===== config.mk =====
export PLATFORM = sky130hd
export DESIGN_NAME = lpm_flag_reg
export DESIGN_NICKNAME = d
export VERILOG_FILES = /design/src/rtl/lpm_flag_pkg.sv /design/src/rtl/lpm_flag_cell.sv /design/src/rtl/lpm_ctrl_bits.sv /design/src/rtl/lpm_readback.sv /design/src/rtl/lpm_flag_reg.sv
export SDC_FILE = /design/constraint.sdc
export NUM_CORES = 1
export LEC_CHECK = 0
export BUFFER_PORTS_ARGS = -buffer_cell sky130_fd_sc_hd__buf_2
export CAP_MARGIN = 15
export CORE_MARGIN = 4
export CORE_UTILIZATION = 30
export CTS_CLUSTER_DIAMETER = 200
export DETAILED_ROUTE_END_ITERATION = 8
export GPL_TIMING_DRIVEN = 0
export PLACE_DENSITY = 0.79
export SYNTH_ARGS = -nofsm -noshare
export SYNTH_HDL_FRONTEND = slang
export SYNTH_HIERARCHICAL = 1
export SYNTH_SLANG_ARGS = --single-unit
export TNS_END_PERCENT = 30

===== constraint.sdc =====
create_clock -name clk -period 0.8 [get_ports clk]
set_clock_uncertainty 0.05 [all_clocks]
set_input_delay 0.12 -clock clk [delete_from_list [all_inputs] [get_ports clk]]
set_output_delay 0.12 -clock clk [all_outputs]
set_load 0.02 [all_outputs]

===== src/rtl/lpm_flag_pkg.sv =====
package lpm_flag_pkg;
  // Bit positions software decodes
  localparam int SEL_LSB      = 0;
  localparam int STOP_BIT     = 5;
  localparam int SYS_SBY_BIT  = 6;
  localparam int DOM_SBY_LSB  = 7;
  localparam int CLR_BIT      = 9;
  localparam int KEEP_RUN_BIT = 11;
  localparam int MIN_DATA_W   = 12;
endpackage


===== src/rtl/lpm_flag_cell.sv =====
module lpm_flag_cell (
  input  logic clk,
  input  logic rst_n,
  input  logic set_i,
  input  logic clr_i,
  input  logic clr_block_i,
  output logic flag_o
);
  always_ff @(posedge clk or negedge rst_n) begin
    if (!rst_n)                     flag_o <= 1'b0;
    else if (set_i)                 flag_o <= 1'b1;  // set beats clear
    else if (clr_i && !clr_block_i) flag_o <= 1'b0;
  end
endmodule


===== src/rtl/lpm_ctrl_bits.sv =====
module lpm_ctrl_bits #(
  parameter int W = 4
) (
  input  logic         clk,
  input  logic         rst_n,
  input  logic         wr_en,
  input  logic [W-1:0] wr_bits,
  output logic [W-1:0] bits_o
);
  always_ff @(posedge clk or negedge rst_n) begin
    if (!rst_n)     bits_o <= '0;
    else if (wr_en) bits_o <= wr_bits;
  end
endmodule


===== src/rtl/lpm_readback.sv =====
module lpm_readback
  import lpm_flag_pkg::*;
#(
  parameter int DATA_W   = 32,
  parameter int NUM_SEL  = 3,
  parameter int NUM_DSBY = 2
) (
  input  logic [NUM_SEL-1:0]  sel_i,
  input  logic                keep_run_i,
  input  logic                stop_i,
  input  logic                sys_sby_i,
  input  logic [NUM_DSBY-1:0] dom_sby_i,
  output logic [DATA_W-1:0]   rd_data
);
  always_comb begin
    rd_data = '0;
    rd_data[SEL_LSB +: NUM_SEL]      = sel_i;
    rd_data[STOP_BIT]                = stop_i;
    rd_data[SYS_SBY_BIT]             = sys_sby_i;
    rd_data[DOM_SBY_LSB +: NUM_DSBY] = dom_sby_i;
    rd_data[KEEP_RUN_BIT]            = keep_run_i;
    // CLR_BIT and all spare bits stay 0
  end
endmodule


===== src/rtl/lpm_flag_reg.sv =====
module lpm_flag_reg
  import lpm_flag_pkg::*;
#(
  parameter int DATA_W   = 32,
  parameter int NUM_SEL  = 3,
  parameter int NUM_DSBY = 2
) (
  input  logic                clk,
  input  logic                por_n,
  input  logic                sys_rst_n,
  input  logic                wr_en,
  input  logic [DATA_W-1:0]   wr_data,
  output logic [DATA_W-1:0]   rd_data,
  input  logic                stop_evt,
  input  logic                sys_stby_evt,
  input  logic [NUM_DSBY-1:0] dom_stby_evt,
  input  logic [NUM_DSBY-1:0] dom_in_stby,
  output logic [NUM_SEL-1:0]  pdds_sel,
  output logic                keep_d3_run
);
  localparam int CTRL_W = NUM_SEL + 1;

  // Any reset clears the system-reset domain; only POR clears the standby flag
  logic rst_any_n;
  logic clr_cmd;
  logic stop_q, sys_sby_q;
  logic [NUM_DSBY-1:0] dom_sby_q;
  logic [CTRL_W-1:0] ctrl_q;
  logic unused_wr_bits;

  assign rst_any_n = por_n & sys_rst_n;
  assign clr_cmd   = wr_en & wr_data[CLR_BIT];
  assign unused_wr_bits = ^{wr_data[DATA_W-1:KEEP_RUN_BIT+1], wr_data[CLR_BIT+1],
                            wr_data[CLR_BIT-1:NUM_SEL]};

  lpm_ctrl_bits #(.W(CTRL_W)) u_ctrl (
    .clk     (clk),
    .rst_n   (rst_any_n),
    .wr_en   (wr_en),
    .wr_bits ({wr_data[KEEP_RUN_BIT], wr_data[SEL_LSB +: NUM_SEL]}),
    .bits_o  (ctrl_q)
  );

  lpm_flag_cell u_stop (
    .clk(clk), .rst_n(rst_any_n), .set_i(stop_evt), .clr_i(clr_cmd),
    .clr_block_i(1'b0), .flag_o(stop_q)
  );

  lpm_flag_cell u_sys_sby (
    .clk(clk), .rst_n(por_n), .set_i(sys_stby_evt), .clr_i(clr_cmd),
    .clr_block_i(1'b0), .flag_o(sys_sby_q)
  );

  for (genvar i = 0; i < NUM_DSBY; i++) begin : g_dom
    lpm_flag_cell u_dom_sby (
      .clk(clk), .rst_n(rst_any_n), .set_i(dom_stby_evt[i]), .clr_i(clr_cmd),
      .clr_block_i(dom_in_stby[i]), .flag_o(dom_sby_q[i])
    );
  end

  lpm_readback #(.DATA_W(DATA_W), .NUM_SEL(NUM_SEL), .NUM_DSBY(NUM_DSBY)) u_rd (
    .sel_i      (ctrl_q[NUM_SEL-1:0]),
    .keep_run_i (ctrl_q[CTRL_W-1]),
    .stop_i     (stop_q),
    .sys_sby_i  (sys_sby_q),
    .dom_sby_i  (dom_sby_q),
    .rd_data    (rd_data)
  );

  assign pdds_sel    = ctrl_q[NUM_SEL-1:0];
  assign keep_d3_run = ctrl_q[CTRL_W-1];
endmodule


Word-level counts from Yosys, hierarchy flattened
Index checks and enable logic that the tools add are counted.
Word-level totals
  logic and storage cells: 22
  output and inout port bits: 36
  flip-flop bits (word level): 8
Cells by class
  muxes and demuxes: 7
  bitwise operators: 2
  reductions and logical operators: 8
Operator list (count)
  $reduce_bool 2->1: 4
  $mux 1: 7
  $and 1x1->1: 2
  $logic_and 1x1->1: 2
  $logic_not 1->1: 2

Longest topological paths before layout
  word-level depth: 4
  depth in mapped cells: 3

Hierarchy
Netlist, hierarchy kept.
By module, submodules not included
  lpm_readback: times used 1, cells an instance 33, area each 244.0 um^2
  lpm_flag_cell: times used 4, cells an instance 3, area each 38.8 um^2
  lpm_ctrl_bits: times used 1, cells an instance 8, area each 145.1 um^2
  lpm_flag_reg: times used 1, cells an instance 3, area each 16.3 um^2

Worst setup path after synthesis
OpenSTA, ideal clock, no wires.
  path kind: register to register
  from: register u_ctrl/bits_o[0] (netlist name)
  to: register u_ctrl.bits_o[0]
  path slack: -89 ps
  clock period less this slack: 889 ps
  stages on the path, launching flop included: 2
  buffers on the path: 0
  data arrival time: 714 ps
  path through: dfrtp_1 mux2_2
RTL lines
  end signal: assignment: line lpm_ctrl_bits.sv:12  | else if (wr_en) bits_o <= wr_bits;
  end: declaration: line lpm_ctrl_bits.sv:8  | output logic [W-1:0] bits_o

Worst setup path in the final report
  from: register u_ctrl.bits_o[1]
  to: output port rd_data[1]
RTL lines
  end: declaration: line lpm_flag_reg.sv:13  | output logic [DATA_W-1:0] rd_data,
No word-level cell between the ends.

==> qor.yml <==
clock-sinks: 8
required_ns: 0.63
clock_path_buffers: 2
ir_drop_mv: 0.732
cts_tree: "done"
grt_remaining_overflow: 0
critical_path.max_fanout: 3
grtUsageTotal: 0.0915
area_growth_pct: 67.9
die_width_um: 51.2
clk_latency_ns: 0.25
netlist.area_leader.share: 0.429
cts_root_buf: "clkbuf_4"
htreeDepth: 1
grt_pass1_vias: 440
setup_viol: 17
violations: "hold timing, setup timing"
die_h_um: 51.2
holdCritPathClass: "in -> reg"
num_rows: 15
min_period_ns: 1.07
cp-startpoint: "u_ctrl/bits_o[1]"
arrival_ns: 0.90
drive_gt1_frac: 0.625
via_count: 445
dr_wl_met3_um: 124
drt-met1-wl_um: 356
placed_area_um2: 817
power_density_nw_per_um2: 1380
ys_seq_elements: 8
outcome: "finished, violations left"
r2r_setup_slack_ns: -0.05
cp-start-kind: "flop"
grt_start_max_net_pins: 8
fin_ws_ns: -0.268
final_hold_viol_count: 2
hp-start: "dom_stby_evt[0]"
start_util: 0.321
p_leak_uw: 0.000530
drt-total-wl_um: 1150
ios: 78
ys_types: 7
syn_area_per_cell_um2: 10.0
routabilityCongestion: 0.620
antenna_left: 0
final_common_cell: "conb_1"
drtIter0Drc: 4
first_pass_iters: 4
yosysSeqAreaShare: 0.357
fin_nets: 155
antenna_cells: 0
top_layer: "met3"
maxCapViolations: 0
synth_top_cells_by_area: "buf_4 (43%), dfrtp_1 (36%), mux2_2 (8.0%), a21o_1 (5.4%), nand2b_1 (4.5%)"
hold_buffers: 2
layout_common_cells: "conb_1 (26), buf_4 (25), buf_2 (18)"
yosys.area.top_type: "buf_4"
slew_viol_final: 0
clock.fmax_mhz: 936
io_buffers: 26
wire_per_inst_um: 8.41
criticalPathCategory: "reg -> out"
cts_made_buffers: 3
final_area_um2: 941
synth_warnings: 6
post-route-period-util: 1.33
clk_pin_slew_ns: 0.06
core_area_um2: 1750
rsz0062_at_grt: "yes"
viasPerCell: 3.25
critPathCaptureType: "primary output"
reg2reg_from: "u_ctrl/bits_o[2]"
grt_pass1_wl_um: 1780
holdWs_ns: -0.00284
synthesis.area_um2: 561
wl_met2_um: 671
drc: 0
synthCells: 56
antenna_found_initial: 0
die-area_um2: 2620
-- layer usage --
metal  vias up  GRT usage
met2        28      0.187
met3         0     0.0525
met4         0     0.0131
met1       189     0.0751
li1        228          -
met5         -          0
-- final cells by class --
class | count | area, um2
clock buffers | 4 | 26.3
multi-input cells | 40 | 211
flip-flops and latches | 8 | 205
fillers | 164 | 805
well taps | 25 | 31.3
repair buffers | 29 | 208
plain buffers | 31 | 259
-- registers in the layout, indices dropped and copies added, names as in the netlist --
register,count
u_ctrl/bits_o,4
g_dom.u_dom_sby/flag_o,2
u_stop/flag_o,1
u_sys_sby/flag_o,1
-- worst paths after layout --
check                      cells after the start                        end
setup / recovery                               2                 rd_data[1]
hold / removal                                 2  g_dom[0].u_dom_sby/flag_o
setup reg to reg                               1           u_ctrl/bits_o[2]
hold reg to reg                                1  g_dom[1].u_dom_sby/flag_o
max in group asynchronous                      3           u_ctrl/bits_o[1]
min in group asynchronous                      2           u_sys_sby/flag_o
-- cell usage after synthesis (all sizes together) --
| library cell | n |
|---|---|
| buf | 32 |
| dfrtp | 8 |
| a21o | 4 |
| mux2 | 4 |
| nand2b | 4 |
| and2 | 2 |
| conb | 2 |
-- logic make-up after synthesis --
family,after synthesis,synth area share
buf+inv,32,0.429
flops,8,0.357
simple gates,6,0.0670
compound gates,4,0.0536
mux,4,0.0804
other cells,2,0.0134
-- worst max-delay path, cell delays in order (launching register included) --
cell and delay [ns]:
dfrtp_2 0.42, buf_6 0.12, buf_6 0.12
-- repair_timing --
action | CTS | global route
resized for setup | 24 | 1
setup endpoints to repair | 16 | 23
setup buffers | 0 | 1
endpoints found under the hold margin | 11 | 2
-- power by group --
part           leakage [uW]  switching (uW)  internal (uW)
Clock             0.0000150             135            191
Combinational      0.000429             248            264
Sequential        0.0000860            25.7            440
-- per-stage QoR --
| stage | instances | utilization | TNS, ns | worst slack [ns] | total power [uW] |
|---|---|---|---|---|---|
| 2_1_floorplan | 80 | - | -0.283 | -0.0707 | 809 |
| 3_3_place_gp | 131 | 0.468 | -0.532 | -0.0932 | 900 |
| 3_5_place_dp | 131 | 0.468 | -0.596 | -0.100 | 906 |
| 4_1_cts | 137 | 0.541 | -3.10 | -0.284 | 1320 |
| 5_1_grt | 137 | 0.539 | -3.38 | -0.310 | 1380 |
| 6_report | 137 | 0.539 | -2.88 | -0.268 | 1300 |
Power figures use the tool's default switching activity.
